===== config.mk =====
export PLATFORM = sky130hd
export DESIGN_NAME = fscm_switchover
export DESIGN_NICKNAME = d
export VERILOG_FILES = /design/src/rtl/fscm_pkg.sv /design/src/rtl/fscm_edge_sync.sv /design/src/rtl/fscm_ost.sv /design/src/rtl/fscm_detect.sv /design/src/rtl/fscm_switchover.sv
export SDC_FILE = /design/constraint.sdc
export NUM_CORES = 1
export LEC_CHECK = 0
export BUFFER_PORTS_ARGS = -buffer_cell sky130_fd_sc_hd__buf_2
export CORE_MARGIN = 3
export CORE_UTILIZATION = 38
export DETAILED_ROUTE_END_ITERATION = 10
export HOLD_SLACK_MARGIN = 0.15
export SYNTH_ARGS = -nofsm -noshare
export SYNTH_HDL_FRONTEND = slang
export SYNTH_SLANG_ARGS = --single-unit

===== constraint.sdc =====
create_clock -name clk_int -period 1.2 [get_ports clk_int]
set_input_delay 0.24 -clock clk_int [delete_from_list [all_inputs] [get_ports clk_int]]
set_output_delay 0.24 -clock clk_int [all_outputs]
set_load 0.02 [all_outputs]

===== src/rtl/fscm_pkg.sv =====
package fscm_pkg;

  localparam int MODE_W = 3;

  typedef enum logic [2:0] {
    ST_BOOT  = 3'd0,
    ST_START = 3'd1,
    ST_RUN   = 3'd2,
    ST_FAIL  = 3'd3,
    ST_SLEEP = 3'd4
  } fscm_state_e;

  // Crystal-type modes need a start-up wait before monitoring.
  function automatic logic mode_is_crystal(input logic [MODE_W-1:0] m);
    return (m <= MODE_W'(2));
  endfunction

endpackage


===== src/rtl/fscm_edge_sync.sv =====
module fscm_edge_sync #(
  parameter int STAGES = 2
) (
  input  logic clk,
  input  logic rst_n,
  input  logic din,
  output logic rise,
  output logic fall
);

  localparam int PW = STAGES + 1;

  logic [PW-1:0] pipe_q;
  logic [PW-1:0] pipe_d;

  always_comb begin
    pipe_d = {pipe_q[PW-2:0], din};
  end

  always_ff @(posedge clk or negedge rst_n) begin
    if (!rst_n) pipe_q <= '0;
    else        pipe_q <= pipe_d;
  end

  assign rise = pipe_q[PW-2] & ~pipe_q[PW-1];
  assign fall = ~pipe_q[PW-2] & pipe_q[PW-1];

endmodule


===== src/rtl/fscm_ost.sv =====
module fscm_ost #(
  parameter int OST_CYCLES = 1024
) (
  input  logic clk,
  input  logic rst_n,
  input  logic en,
  input  logic tick,
  output logic done
);

  localparam int CW = $clog2(OST_CYCLES + 1);
  localparam logic [CW-1:0] LAST = CW'(OST_CYCLES - 1);

  logic [CW-1:0] cnt_q;
  logic [CW-1:0] cnt_d;

  always_comb begin
    cnt_d = cnt_q;
    if (!en)                      cnt_d = '0;
    else if (tick && cnt_q != LAST) cnt_d = cnt_q + 1'b1;
  end

  always_ff @(posedge clk or negedge rst_n) begin
    if (!rst_n) cnt_q <= '0;
    else        cnt_q <= cnt_d;
  end

  assign done = en & tick & (cnt_q == LAST);

  AST_OST_RANGE: assert property (@(posedge clk) disable iff (!rst_n)
    cnt_q <= LAST);
  AST_OST_IDLE: assert property (@(posedge clk) disable iff (!rst_n)
    !en |=> (cnt_q == '0));

endmodule


===== src/rtl/fscm_detect.sv =====
module fscm_detect (
  input  logic clk,
  input  logic rst_n,
  input  logic en,
  input  logic smp_rise,
  input  logic smp_fall,
  input  logic pri_rise,
  output logic fail_det
);

  logic test_q;
  logic test_d;

  always_comb begin
    test_d = test_q;
    if (!en)           test_d = 1'b0;
    else if (smp_rise) test_d = 1'b1;
    else if (pri_rise) test_d = 1'b0;
  end

  always_ff @(posedge clk or negedge rst_n) begin
    if (!rst_n) test_q <= 1'b0;
    else        test_q <= test_d;
  end

  assign fail_det = en & smp_fall & test_q & ~pri_rise;

  AST_LATCH_GATED: assert property (@(posedge clk) disable iff (!rst_n)
    !en |=> !test_q);
  AST_PRI_CLEARS: assert property (@(posedge clk) disable iff (!rst_n)
    (en && pri_rise && !smp_rise) |=> !test_q);

endmodule


===== src/rtl/fscm_switchover.sv =====
module fscm_switchover
  import fscm_pkg::*;
#(
  parameter int OST_CYCLES  = 1024,
  parameter int SYNC_STAGES = 2,
  parameter int FREQ_W      = 3
) (
  input  logic              clk_int,
  input  logic              rst_n,
  input  logic              pri_clk,
  input  logic              smp_clk,
  input  logic [MODE_W-1:0] osc_mode,
  input  logic              sleep_enter,
  input  logic              wake,
  input  logic              sel_wr,
  input  logic              sel_wr_data,
  input  logic              freq_wr,
  input  logic [FREQ_W-1:0] freq_data,
  input  logic              flag_clr,
  output logic              sys_sel,
  output logic              fs_active,
  output logic              fail_flag,
  output logic              startup_done,
  output logic [FREQ_W-1:0] int_freq
);

  // Reset: asserted asynchronously, released synchronously.
  logic [1:0] rst_s_q;
  logic       rst_l_n;

  always_ff @(posedge clk_int or negedge rst_n) begin
    if (!rst_n) rst_s_q <= 2'b00;
    else        rst_s_q <= {rst_s_q[0], 1'b1};
  end
  assign rst_l_n = rst_s_q[1];

  // Edge detection of the slow clocks.
  logic pri_rise, pri_fall_unused;
  logic smp_rise, smp_fall;

  fscm_edge_sync #(.STAGES(SYNC_STAGES)) u_pri_sync (
    .clk(clk_int), .rst_n(rst_l_n), .din(pri_clk),
    .rise(pri_rise), .fall(pri_fall_unused)
  );

  fscm_edge_sync #(.STAGES(SYNC_STAGES)) u_smp_sync (
    .clk(clk_int), .rst_n(rst_l_n), .din(smp_clk),
    .rise(smp_rise), .fall(smp_fall)
  );

  fscm_state_e state_q, state_d;

  logic ost_done;
  logic fail_det;
  logic mon_en;
  logic ost_en;

  assign mon_en = (state_q == ST_RUN);
  assign ost_en = (state_q == ST_START);

  fscm_ost #(.OST_CYCLES(OST_CYCLES)) u_ost (
    .clk(clk_int), .rst_n(rst_l_n), .en(ost_en), .tick(pri_rise),
    .done(ost_done)
  );

  fscm_detect u_det (
    .clk(clk_int), .rst_n(rst_l_n), .en(mon_en),
    .smp_rise(smp_rise), .smp_fall(smp_fall), .pri_rise(pri_rise),
    .fail_det(fail_det)
  );

  logic              sw_sel_q, sw_sel_d;
  logic [FREQ_W-1:0] freq_q, freq_d;
  logic              flag_q, flag_d;
  logic              sel_q, sel_d;
  logic              fs_q, fs_d;
  logic              done_q, done_d;
  logic              sel_change;

  assign sel_change = sel_wr && (sel_wr_data != sw_sel_q);

  // Next-state logic.
  always_comb begin
    state_d = state_q;
    if (sleep_enter && state_q != ST_SLEEP) begin
      state_d = ST_SLEEP;
    end else begin
      unique case (state_q)
        ST_BOOT:  state_d = mode_is_crystal(osc_mode) ? ST_START : ST_RUN;
        ST_START: if (ost_done)   state_d = ST_RUN;
        ST_RUN:   if (fail_det)   state_d = ST_FAIL;
        ST_FAIL:  if (sel_change) state_d = ST_RUN;
        ST_SLEEP: if (wake)       state_d = ST_BOOT;
        default:  state_d = ST_BOOT;
      endcase
    end
  end

  always_comb begin
    sw_sel_d = sel_wr  ? sel_wr_data : sw_sel_q;
    freq_d   = freq_wr ? freq_data   : freq_q;

    flag_d = flag_q;
    if (state_q == ST_RUN && state_d == ST_FAIL) flag_d = 1'b1;
    else if (flag_clr && state_q != ST_FAIL)     flag_d = 1'b0;

    fs_d   = (state_d == ST_FAIL);
    done_d = (state_d == ST_RUN) || (state_d == ST_FAIL);
    sel_d  = (state_d == ST_RUN) ? sw_sel_d : 1'b1;
  end

  // Registers.
  always_ff @(posedge clk_int or negedge rst_l_n) begin
    if (!rst_l_n) begin
      state_q  <= ST_BOOT;
      sw_sel_q <= 1'b0;
      freq_q   <= '0;
      flag_q   <= 1'b0;
      fs_q     <= 1'b0;
      done_q   <= 1'b0;
      sel_q    <= 1'b1;
    end else begin
      state_q  <= state_d;
      sw_sel_q <= sw_sel_d;
      freq_q   <= freq_d;
      flag_q   <= flag_d;
      fs_q     <= fs_d;
      done_q   <= done_d;
      sel_q    <= sel_d;
    end
  end

  assign sys_sel      = sel_q;
  assign fs_active    = fs_q;
  assign fail_flag    = flag_q;
  assign startup_done = done_q;
  assign int_freq     = freq_q;

  AST_FS_INTERNAL: assert property (@(posedge clk_int) disable iff (!rst_l_n)
    fs_active |-> sys_sel);
  AST_FS_FLAG: assert property (@(posedge clk_int) disable iff (!rst_l_n)
    fs_active |-> fail_flag);
  AST_CLR_BLOCKED: assert property (@(posedge clk_int) disable iff (!rst_l_n)
    (fs_active && flag_clr) |=> fail_flag);
  AST_FS_EXIT: assert property (@(posedge clk_int) disable iff (!rst_l_n)
    $fell(fs_active) |-> ($past(sleep_enter) || $past(sel_wr)));
  AST_START_QUIET: assert property (@(posedge clk_int) disable iff (!rst_l_n)
    (state_q == ST_START) |-> !fail_det);
  AST_SLEEP_OUT: assert property (@(posedge clk_int) disable iff (!rst_l_n)
    (sleep_enter && state_q != ST_SLEEP) |=> (!startup_done && sys_sel && !fs_active));

endmodule


# Yosys cells after proc, flatten, opt, wreduce, memory -nomap -nowiden
# Index checks and enable logic that the tools add are counted.
# word_totals
ff_bits	31
input_bits	16
output_inout_bits	7
wordCells	63
# classes
addsub	1
n_lt_le_gt_ge	1
n_eq_ne	13
n_mux	16
bitwise_logic	12
reduce_logical	8
# ops
cell	n
two-way mux 11 bit	2
two-way mux 3 bit	5
case mux 3 bit (5 select lines)	1
equality test 3 x 2 -> 1 bit, second input constant	4
adder 11 x 1 -> 11 bit, second input constant	1
equality test 11 x 10 -> 1 bit, second input constant	1
inequality test 11 x 10 -> 1 bit, second input constant	1
AND 1 bit	8
two-way mux 1 bit	7
inequality test 3 bit, second input constant	2
logical AND 1 bit	5
NOT 1 bit	4
equality test 3 x 1 -> 1 bit, second input constant	1
equality test 3 bit, second input constant	1
less-or-equal comparator 3 x 2 -> 1 bit, second input constant	1
zero test 3 bit	1
inequality test 3 x 2 -> 1 bit, second input constant	1
two-way mux 2 bit	1
inequality test 2 bit, second input constant	1
nonzero test 2 bit	1
logical OR 1 bit	1
inequality test 1 bit	1

# Logic depth before layout (Yosys ltp)
# Gate-level depths: netlist (run 1).
# depth
depth_word	11
depth_mapped	6
mapped_depth_nobuf	5

# Hierarchy
# A second synthesis (run 1) with hierarchy kept.
# hier_totals
cells_unflattened	132
area_unflattened_um2	1537.7
# by_module_without_submodules
mod	instances	cells_per_inst	area_per_inst_um2	seq_area_each_um2
fscm_ost	1	77	738.2	275.3
fscm_switchover	1	41	566.8	326.6
fscm_edge_sync	2	5	90.1	75.1
fscm_detect	1	4	52.6	25.0

# Least setup slack after synthesis (run 1)
# Ideal clock, no wire load.
# synth_timing
path_kind	register -> register
start	reg u_ost.cnt_q[0]
end	reg sel_q (netlist: sys_sel)
setup_ns	0.088
t_arrival_ns	1.468
required_time_ns	1.112
path_slack_ns	-0.356
path_stages_with_launch	6
path_buffers	0
synth_period_minus_slack_ns	1.556
cell_sequence	dfrtp_1 ha_1 nand4b_1 o41ai_2 and3_1 or3b_1
# synth_via
elab_chain_cells	7
# synth_rtl
item	line_no	text
start, declared	fscm_ost.sv:14	logic [CW-1:0] cnt_q;
start signal, assigned	fscm_ost.sv:25	else cnt_q <= cnt_d;
equality test 11 x 10 -> 1 bit	fscm_ost.sv:28	assign done = en & tick & (cnt_q == LAST);
AND 1 bit	fscm_ost.sv:28	
two-way mux 3 bit	fscm_switchover.sv:90	ST_START: if (ost_done) state_d = ST_RUN;
case mux 3 bit (5 select lines)	fscm_switchover.sv:88	unique case (state_q)
two-way mux 3 bit	fscm_switchover.sv:85	if (sleep_enter && state_q != ST_SLEEP) begin
net state_d[1]	fscm_switchover.sv:51	fscm_state_e state_q, state_d;
equality test 3 x 2 -> 1 bit	fscm_switchover.sv:109	sel_d = (state_d == ST_RUN) ? sw_sel_d : 1'b1;
two-way mux 1 bit	fscm_switchover.sv:109	
net sel_d	fscm_switchover.sv:75	logic sel_q, sel_d;
end signal, assigned	fscm_switchover.sv:129	sel_q <= sel_d;
end, declared	fscm_switchover.sv:75	
# The timed path passes the listed nets, and every way through them passes these cells.
# A chain may end at the register's enable or synchronous reset.

# Final worst setup path (run 1)
# layout_timing
start	reg u_ost.cnt_q[0]
end	reg u_ost.cnt_q[9]
# layout_via
elab_chain_cells	3
word_cells_on_any_way	6
cone_classes	add/sub: 1; eq/ne: 2; mux: 2; reduce/logical: 1
# layout_rtl
item	line_no	text
adder 11 x 1 -> 11 bit or inequality test 11 x 10 -> 1 bit (tied branches)	fscm_ost.sv:20	else if (tick && cnt_q != LAST) cnt_d = cnt_q + 1'b1;
two-way mux 11 bit or logical AND 1 bit (tied branches)	fscm_ost.sv:20	
two-way mux 11 bit or inequality test 2 bit (tied branches)	n/a	
# Parallel ways exist; a longest one is shown, timed or not. The select of a mux whose other input is x is not followed.

==> impl.org, run 1 <==
** STA
- Setup clock skew after layout :: 0.01386 ns
- Maximum clock frequency :: approximately 0.60 GHz
- The total count of max-transition violations in the final report is 0.
- Worst Hold Margin :: just under 0.2 ns
- Min setup slack post-route :: -0.4538 ns
- Setup repair after global routing could not meet its margin everywhere.
- Sum of negative setup slack :: -4.535 ns
- For the finished layout, the period the worst path requires is around 1.7 ns.
- In the finished design, the share of the clock period the worst path needs comes to 1.378.
- Number of hold violations in the final report :: 0
- Setup violations remaining at the end of the flow were counted as 17.

** Setup path
- Bufs and invs on worst path :: 2
- Standard cell with the maximum stage delay on the critical path :: or4_4
- The worst setup path is of the register to register kind.
- Family with the most delay on the worst path :: simple AND/OR/NAND/NOR gates
- Of all nets on the critical path, the largest fanout is 4.
- Counting buffers and inverters, the worst setup path is 7 cells deep.
- On the worst path, the slowest cell contributes a delay of around 0.48 ns.
- Most common cell type on the critical path :: buf_4
- Arrival time at the worst endpoint :: 1.91 ns
- The worst register-to-register path has a depth of 7.
- Crit path required time :: 1.46 ns
- Worst path cell trace :: ha_4 > buf_4 > nand2_4 > nor4_4 > buf_4 > or4_4 > a21oi_2
- Nature of the critical path endpoint :: register
- Type of origin of the critical path :: register

** Detailed routing
- Total routed wirelength :: between 3000 and 4000 µm
- Dividing the detail-routed wire length by the instance count gives roughly 14 µm.
- Number of remaining DRC errors :: 0
- Wire segments on met3 add up to 114 µm in the final route.
- Number of nets still failing antenna checks after routing :: 0
- Highest routing layer actually used :: met4
- After detailed routing, the number of vias per cell comes to approximately 5.2.
- In the final routing, the length of wire on met1 measures about 1400 µm.
- First-iteration detailed-routing DRC count :: 26
- Detailed routing inserted a total of approximately 1200 vias.
- Routed wire length on met2 :: 1834 µm
- Number of search-and-repair iterations in the first detailed-routing pass :: 4

** Hold path
- Hold Path Class :: register to asynchronous set/reset pin

** Floorplan
- Die Y :: about 65 µm
- Horiz. Die Dim :: roughly 65 µm
- Num ports :: 23
- DIE AREA :: about 0.0043 mm²
- Effective utilization at floorplan :: 0.4160
- The floorplan has 20 rows.
- The core region is about 0.0032 mm².

** Global route
- The initial antenna violation count came to 0.
- The number of global-route vias before repair was 1290.
- In the global route stage, overall resource usage came out at 0.1787.
- The total overflow left after global routing is 0.
- Global-route wire length before repair :: between 5000 and 6000 µm
- Pin count of the biggest net entering global routing :: 18

** Power
- In this run the power density over the cells is 950.5 mW/mm².
- Total Power Consumption :: 0.002071 W
- Leak Pwr :: about 0.99 nW
- The worst-case IR drop observed on VDD is between 700 and 800 µV.

** Synth
- Total of warnings raised by yosys :: 0
- The average instance in the mapped netlist occupies around 12 µm².
- Post-Syn Area :: approximately 0.0013 mm²
- Syn Nets :: 129
- The share of the Yosys chip area taken by registers is 0.5831.
- Yosys reg bits :: 31
- The netlist uses a little over 40 different library cells.
- Synthesis produced a netlist whose cell count is between 100 and 150.

** Outcome
- The flow ran to the end, but the final reports show violations.
- The final reports fail on setup timing.

** Clock tree
- Clock transition at the register clock pins on the worst setup and hold paths after CTS :: 0.10 ns
- The tree is rooted in a clkbuf_4.
- The H-tree was split into 2 levels.
- TritonCTS built the clock tree.
- The clock passes through at most 2 buffers.
- Number of CTS-inserted buffers :: 5
- At the later pin of the worst-skew pair, clock insertion delay measures around 0.32 ns.
- Clock sink total :: 31

** Placement
- Before CTS, the worst setup slack after placement is -0.4167 ns.
- Gpl congestion :: about 0.85
- During placement, the flow inserted port buffers numbering 22.
- Placed wire-length estimate :: roughly 2300 µm

** Finish
- Leaving out fill and tap cells, the most frequent cell in the layout is buf_4.
- In the final layout, the share of cells above drive strength 1 is 0.5855.
- Signed area change from the synthesized netlist to the final layout :: 63.47%
- Registers take approximately 800 µm².
- Area taken by multi-input logic gates :: around 740 µm²
- Commonest non-fill, non-tap cells in the layout :: 40 x buf_4, 29 x dfrtp_1, 21 x buf_2, 8 x dlygate4sd3_1
- The repair_antennas step left the layout with diodes totalling 0.
- Number of nets in the final layout :: 209
- Fill cell total of the finished layout :: 257

** Job
- Across the run, the number of max-cap violations was 0.
layer usage:
layer,track usage,vias up
li1,-,583
met1,0.2071,609
met2,0.3135,24
met3,0.05470,7
met4,0.05699,0
met5,0,-
flip-flops by register name, indices dropped and copies added (netlist names):
signal             cells
int_freq               3
u_ost.cnt_q           11
u_smp_sync.pipe_q      3
rst_s_q                2
fs_active              1
u_det.test_q           1
state_q                3
fail_flag              1
sys_sel                1
sw_sel_q               1
startup_done           1
u_pri_sync.pipe_q      3
layout make-up:
cell class                      count  area share
Clock buffer                        7     0.02068
Sequential cell                    31      0.3573
Multi-Input combinational cell     79      0.3406
Timing Repair Buffer               75      0.2539
Clock inverter                      1    0.002298
Tap cell                           44     0.02527
cell usage after synthesis (all sizes together):
cell type  instances  area [µm²]
a32o               1       10.01
a21oi              7       35.03
xor2               3       26.28
and3               3       20.02
o21ai              4       20.02
ha                 1       12.51
buf                1       5.000
nor3               2       10.01
o41ai              2       25.03
o311a              1       11.26
o211ai             2       15.01
or4                2       15.01
and2               2       15.01
and4b              1       10.01
a211oi             1       7.510
nand4b             1       8.760
a21o               1       7.510
a2111o             1       11.26
mux2               4       45.04
clkbuf             1       3.750
or3b               1       8.760
or3                2       12.51
nand2              7       26.28
conb               1       3.750
nor2b              6       37.54
o2111ai            1       8.760
o21a               1       7.510
a31oi              2       12.51
nor2               6       22.52
o31ai              3       22.52
o311ai             1       8.760
nor3b              1       7.510
nand3              2       10.01
nor4               1       6.260
nand2b             2       12.51
dfrtp             30       750.7
dfstp              1       26.28
nand4              3       33.78
power by group:
group          total (W)  switching, W  internal (W)
logic           0.000372      0.000169      0.000203
clock network   0.000554      0.000326      0.000228
registers        0.00114     0.0000413       0.00110
cell families after synthesis:
| family | Yosys count | share of synthesized area |
|---|---|---|
| AO/OA/AOI/OAI | 28 | 0.1521 |
| XOR/XNOR | 3 | 0.01972 |
| adder cells (fa/ha/maj) | 1 | 0.009388 |
| buffers and inverters | 2 | 0.006566 |
| flip-flops | 31 | 0.5831 |
| multiplexers | 4 | 0.03380 |
| other | 1 | 0.002814 |
| AND/OR/NAND/NOR | 42 | 0.1925 |
stage by stage:
stage	instance area (µm²)	std cells	util
finish	2178	237	0.6801
CTS	2090	233	0.6523
floorplan	1360	112	-
global route	2178	237	0.6801
global placement	1760	209	0.5496
detailed placement	1760	209	0.5496
final timing paths:
kind                                      from        endpoint  slack, ns
max in group asynchronous           rst_s_q[1]         sys_sel       0.72
worst max register to register  u_ost.cnt_q[0]  u_ost.cnt_q[9]      -0.45
worst min register to register      rst_s_q[1]  u_ost.cnt_q[5]       0.20
min in group clk_int               sel_wr_data        sw_sel_q       0.20
worst max-delay path            u_ost.cnt_q[0]  u_ost.cnt_q[9]      -0.45
worst min-delay path                rst_s_q[1]  u_ost.cnt_q[5]       0.20
what timing repair did:
action                                  4_1_cts  5_1_grt
gates resized for setup                      30       13
pin swaps                                    20        9
hold buffers                                  7        1
hold endpoints to repair                      7        1
setup buffers                                11        4
endpoints found under the setup margin       19       19
No activity file was read; power rests on OpenSTA's default activity.
==> inputs of run 2 (changes only) <==
- PLACE_DENSITY: not set -> 0.61
==> run 2 against run 1 <==
  * The run still ends with setup timing left
  * Wire length increased by 1.6%
  * Non-clock buffer count down 2
  * Global-route usage up 0.82 points
  * Critical path depth unchanged
  * Sequential power is essentially flat
  * Count of clock-buffer cells in the layout up 1
  * Maximum frequency shrank 1.7%
  * Sequential share of layout area increased by 0.37 points
  * Highest routed layer unchanged
==> impl.org, run 2 (same netlist as run 1, synthesis figures left out) <==
** Setup path
- Critical path class :: register to register
- The worst setup path is captured at a register.
- In this run the critical register-to-register path is launched from u_ost.cnt_q[1].
- Along the worst path, the maximum fanout reaches 6.
- The worst setup path is launched from a register.
- Data on the critical path is required at its endpoint by about 1.5 ns.
- The critical path starts at u_ost.cnt_q[1].
- Arrival time at the worst endpoint :: roughly 1.9 ns

** Finish
- Fill cell total of the finished layout :: about 270
- Relative to the synthesized area, the layout overhead comes to 62.07%.
- Number of nets in the final layout :: 207
- Commonest non-fill, non-tap cells in the layout :: 38 x buf_4, 28 x dfrtp_1, 21 x buf_2, 8 x dlygate4sd3_1
- In the final layout, the share of cells above drive strength 1 is 0.5812.
- Antenna cell count :: 0
- Count of placed standard cells in the final layout, fillers left out :: 235
- Most common cell after layout, fill and taps aside :: buf_4
- Counting flops per register, the top entry is u_ost.cnt_q.
- With fillers left out, the area of the finished cells amounts to around 0.0022 mm².
- Max reg flops :: 11

** Placement
- After detailed placement, the total cell area comes to between 0.0015 and 0.002 mm².
- Placed wire-length estimate :: around 2300 µm
- The congestion estimate from routability-driven global placement came to ~0.84.
- The number of placed instances, taps included, is 210.
- During placement, the flow inserted port buffers numbering 22.

** Power
- Worst supply voltage drop on vdd :: just over 800 µV
- Switch share :: 0.2497
- Internal power summed over all cells :: ~0.0016 W
- Gate power share :: 0.160
- Sequential group share of total power :: 0.527
- The share of total power dissipated in the clock network is 0.312.
- Dividing total power by cell area gives a power density of ~1000 mW/mm².
- In this run the static leakage power is roughly 1 nW.
- Switching pwr :: 0.0005458 W

** Detailed routing
- Total routed wirelength :: approximately 3500 µm
- In the routed layout, each cell is associated on average with a via count of 5.055.
- Average wire per cell in the routed design :: approximately 15 µm
- In this run, the number of DRC markers left after iteration 0 of detailed routing was between 90 and 100.
- Across all layers, the routed design uses ~1200 vias.
- Number of nets still failing antenna checks after routing :: 0
- Number of remaining DRC errors :: 0
- Number of search-and-repair iterations in the first detailed-routing pass :: 4

** Global route
- The initial antenna violation count is 0.
- The number of global-route vias before repair was between 1000 and 1500.
- Overflow left after global routing :: 0
- The first global-routing pass estimated between 5000 and 6000 µm of wire.
- Pin count of the biggest net entering global routing :: 30
- Aggregate global-route resource usage :: 0.1869

** Floorplan
- Row count :: 20
- 23 I/O pins were placed.
- The die is between 60 and 70 µm tall.
- Effective utilization at floorplan :: 0.4160
- Horiz. Die Dim :: approximately 65 µm
- DIE AREA :: around 0.0043 mm²
- Core region area :: 0.003203 mm²

** STA
- Setup violations remaining at the end of the flow were counted as 18.
- Clock period minus final worst setup slack :: between 1.5 and 2 ns
- RSZ-0062 raised after global routing :: true
- Pins over their slew limit :: 0
- Min setup slack post-route :: -0.4824 ns
- The clock arrives with 0.002344 ns of skew.
- The number of hold-slack violations in the final timing report is 0.
- Maximum clock frequency :: ~0.6 GHz
- Fraction of the cycle the final worst path needs :: 1.402

** Clock tree
- Clock latency of the later-clocked register in the worst-skew pair :: 0.32 ns
- Number of buffers on the longest clock path :: 2
- For this design, the sink count on the clock tree is 31.
- TritonCTS clock tree :: done
- # H-tree levels :: 2
- The tree is rooted in a clkbuf_4.
- Number of CTS-inserted buffers :: 5
- Clock transition at the register clock pins on the worst setup and hold paths after CTS :: 0.09 ns

** Outcome
- Run status :: complete, but fails checks
- The checks that failed: setup timing.

** Hold path
- The worst hold path begins at sel_wr_data.
- In this run the worst hold path is classified as primary input to register.

** Job
- Across the run, the number of max-cap violations was 0.
## run 2: cell count changes in the layout (fill, tap and decap cells not counted), moves of 2 or more
cell	before	now
nor3_1	2	0
and3_4	3	0
nor3_2	0	2
clkbuf_8	0	2
and3_1	0	2
buf_4	40	38
## run 2: critical path: stages (launching register included)
cell and delay [ns]:
dfrtp_1 0.43, ha_4 0.19, buf_4 0.13, nand2_4 0.07
nor4_4 0.04, buf_4 0.15, or4_4 0.48, a21oi_2 0.13
## run 2: layout make-up
type,count,area [µm²],share of cell area
tap,44,55.05,0.02549
timing repair buffer,73,538.0,0.2491
multi-input combinational,79,718.2,0.3326
clock buffer,8,68.82,0.03187
sequential,31,779.5,0.3610
## run 2: routing by layer
layer | part of all wire | track usage | vias to the layer above
li1 | - | - | 577
met1 | 0.40 | 0.2097 | 582
met2 | 0.55 | 0.3401 | 23
met3 | 0.034 | 0.05128 | 6
met4 | 0.017 | 0.05959 | 0
met5 | 0 | 0 | -
## run 2: worst paths after layout
kind | to | slack (ns) | depth (start not counted)
worst max-delay path | u_ost.cnt_q[7] | -0.48 | 7
worst min-delay path | sw_sel_q | 0.19 | 2
worst max register to register | u_ost.cnt_q[7] | -0.48 | 7
worst min register to register | u_pri_sync.pipe_q[1] | 0.25 | 1
max in group asynchronous | sys_sel | 0.65 | 1
min in group asynchronous | rst_s_q[0] | 0.22 | 2
## run 2: what timing repair did
action | in CTS | in global routing
resized for setup | 21 | 18
pin swaps | 15 | 10
hold buffers | 7 | 1
hold endpoints to repair | 7 | 1
gates cloned | 0 | 0
endpoints found under the setup margin | 18 | 19
setup buffers | 8 | 6
## run 2: power groups by stage
stage,combinational (W),clock (W),sequential (W)
global placement,0.000285,0,0.00116
detailed placement,0.000288,0,0.00117
global route,0.000386,0.000772,0.00116
finish,0.000350,0.000683,0.00115
floorplan,0.000101,0,0.00120
CTS,0.000329,0.000702,0.00115
## run 2: stage by stage
| stage | power, W | setup TNS, ns | worst slack, ns | hold WS (ns) | utilization |
|---|---|---|---|---|---|
| 2_1_floorplan | 0.001301 | -1.654 | -0.3453 | -0.05559 | - |
| 6_report | 0.002186 | -4.343 | -0.4824 | 0.1935 | 0.6742 |
| 5_1_grt | 0.002319 | -5.795 | -0.5633 | 0.1869 | 0.6742 |
| 3_3_place_gp | 0.001445 | -3.220 | -0.3453 | 0.02495 | 0.5520 |
| 4_1_cts | 0.002183 | -3.586 | -0.3781 | 0.1559 | 0.6371 |
| 3_5_place_dp | 0.001454 | -3.766 | -0.3930 | 0.03218 | 0.5520 |
==> inputs of run 3 (changes only) <==
- GPL_TIMING_DRIVEN: not set -> 1
- RECOVER_POWER: not set -> 25
==> run 3 against run 2 <==
  * Sequential share of layout area up 0.063 points
  * The flow still finishes with violations (setup timing)
  * Count of clock-buffer cells in the layout did not move
  * Via count did not move
  * Combinational power barely moved
  * Worst setup slack barely moved
==> impl.org, run 3 (same netlist as run 1, synthesis figures left out) <==
** Placement
- After detailed placement, the design holds a cell count of 210.
- Gpl congestion :: around 0.84
- Detailed placement ended at an HPWL of roughly 2300 µm.
- Count of input and output buffers :: 22
- Before CTS, the worst setup slack after placement is -0.3930 ns.

** Finish
- Leaving out fill and tap cells, the most frequent cell in the layout is buf_4.
- Count of placed standard cells in the final layout, fillers left out :: approximately 240
- Flip-flop and latch area :: around 780 µm²
- Signed area change from the synthesized netlist to the final layout :: 61.78%
- Number of nets in the final layout :: 207
- Area taken by multi-input logic gates :: 718.2 µm²
- Fill cell total of the finished layout :: 274
- Antenna cell count :: 0
- In the layout the commonest cells are 37 x buf_4, 28 x dfrtp_1, 20 x buf_2, 8 x dlygate4sd3_1.
- Register ranked first by flip-flop count :: u_ost.cnt_q
- Fraction of layout instances using a drive strength above 1 :: 0.5759
- The register with the most flip-flops in the layout has 11 of them.

** STA
- The total count of max-transition violations in the final report came to 0.
- RSZ-0062 raised after global routing :: true
- Setup clock skew after layout :: roughly 0.0023 ns
- Fraction of the cycle the final worst path needs :: 1.402
- Slew at the pin closest to its max-slew limit :: 0.6932 ns
- The number of hold-slack violations in the final timing report is 0.
- Setup violations remaining at the end of the flow were counted as 18.
- Maximum clock frequency :: between 0.5 and 0.6 GHz
- Subtracting the final worst setup slack from the clock period gives between 1.5 and 2 ns.
- Min setup slack post-route :: -0.4824 ns
- In this run the tightest slew margin relative to its limit is 0.5379.

** Outcome
- The run finished, with violations left.
- Violated checks :: setup timing

** Floorplan
- Row count :: 20
- DIE AREA :: approximately 0.0043 mm²
- For this configuration, the core starts out at a cell density of 0.4160.
- Core region area :: about 0.0032 mm²
- Die Y :: 65.22 µm
- Pin placement for this block handled 23 I/O pins.
- The die is approximately 65 µm wide.

** Clock tree
- TritonCTS built the clock tree.
- Number of CTS-inserted buffers :: 5
- Clock sink total :: 31
- Clock latency of the later-clocked register in the worst-skew pair :: roughly 0.32 ns
- CTS placed an instance of clkbuf_4 at the clock tree root.
- Number of buffers on the longest clock path :: 2
- After clock tree synthesis, the clock-pin slew on the worst setup and hold paths is around 0.090 ns.
- The H-tree was split into 2 levels.

** Global route
- For this run the aggregate overflow at the end of global routing stands at 0.
- For this run, the total global-route usage over all layers was measured as 0.1869.
- Antenna violations before repair :: 0
- Global-route wire length before repair :: between 5000 and 6000 µm
- Entering global routing, the biggest net connects 30 pins.
- Via count of the first global-routing pass :: between 1000 and 1500

** Detailed routing
- First-iteration detailed-routing DRC count :: 95
- Average wire per cell in the routed design :: ~15 µm
- Detailed routing inserted a total of between 1000 and 1500 vias.
- Number of search-and-repair iterations in the first detailed-routing pass :: 4
- Number of nets still failing antenna checks after routing :: 0
- For this block, wires on met1 add up to around 1400 µm.
- Routed wire length on met2 :: 1892 µm
- Routed via count divided by cell count :: 5.055
- Met3 wire len :: 118 µm
- After detailed routing, the total wire length is 3472 µm.
- In the routed design, unresolved DRC markers number 0.
- Highest routing layer actually used :: met4

** Job
- The tool flagged a number of max-cap violations equal to 0.

** Setup path
- Nature of the critical path endpoint :: register
- The worst setup path is launched from a register.
- Arrival time at the worst endpoint :: about 1.9 ns
- Critical path class :: register to register
- At the worst endpoint, the required time is 1.46 ns.
- Max Fanout on Critical Path :: 6

** Power
- Power spread over the standard cell area amounts to between 1000 and 1500 mW/mm².
- The worst-case IR drop observed on VDD is between 800 and 900 µV.
- Leak Pwr :: 0.9975 nW

** Hold path
- In this run the worst hold path is classified as primary input to register.
run 3: changes by cell type in the layout (fill, tap and decap cells not counted):
cell      change
clkbuf_2      +1
buf_2         -1
buf_4         -1
clkbuf_1      +1
run 3: worst paths after layout:
kind / start / endpoint / slack, ns / cells after the start
setup / recovery: u_ost.cnt_q[1] / u_ost.cnt_q[7] / -0.48 / 7
max in group asynchronous: rst_s_q[1] / u_ost.cnt_q[7] / 0.35 / 1
hold / removal: sel_wr_data / sw_sel_q / 0.19 / 2
min in group asynchronous: rst_n / rst_s_q[0] / 0.22 / 2
hold reg to reg: u_smp_sync.pipe_q[0] / u_smp_sync.pipe_q[1] / 0.36 / 0
setup reg to reg: u_ost.cnt_q[1] / u_ost.cnt_q[7] / -0.48 / 7
run 3: stage by stage:
| stage | util | hold WS (ns) | area [µm²] | total power, W | setup TNS [ns] |
|---|---|---|---|---|---|
| after floorplan | - | -0.05559 | 1360 | 0.001301 | -1.654 |
| after global placement | 0.5520 | 0.02495 | 1768 | 0.001445 | -3.220 |
| after detailed placement | 0.5520 | 0.03218 | 1768 | 0.001454 | -3.766 |
| after CTS | 0.6371 | 0.1559 | 2041 | 0.002183 | -3.586 |
| after global routing | 0.6730 | 0.1869 | 2156 | 0.002317 | -5.795 |
| final | 0.6730 | 0.1935 | 2156 | 0.002184 | -4.343 |
run 3: critical path, stage by stage (launching register included):
cell and delay, ns:
dfrtp_1 0.43, ha_4 0.19, buf_4 0.13, nand2_4 0.07
nor4_4 0.04, buf_4 0.15, or4_4 0.48, a21oi_2 0.13
run 3: final cells by class:
type	count	area share
sequential	31	0.3616
timing repair buffer	73	0.2478
multi-input combinational	79	0.3331
clock buffer	8	0.03192
tap	44	0.02554
run 3: repair_timing:
| item | CTS | global route |
|---|---|---|
| pin swaps | 15 | 10 |
| setup endpoints to repair | 18 | 19 |
| gates resized for setup | 21 | 18 |
| hold endpoints to repair | 7 | 1 |
| hold buffers | 7 | 1 |
| setup buffers | 8 | 6 |
run 3: report_power, final:
part	switching (W)	internal, W
combinational	0.000158	0.000191
clock	0.000338	0.000344
sequential	0.0000499	0.00110
total	0.000546	0.00164
run 3: per-layer routing:
| metal | up-vias | GRT usage |
|---|---|---|
| met3 | 6 | 0.05128 |
| li1 | 578 | - |
| met2 | 23 | 0.3401 |
| met1 | 581 | 0.2097 |
| met4 | 0 | 0.05959 |
| met5 | - | 0 |
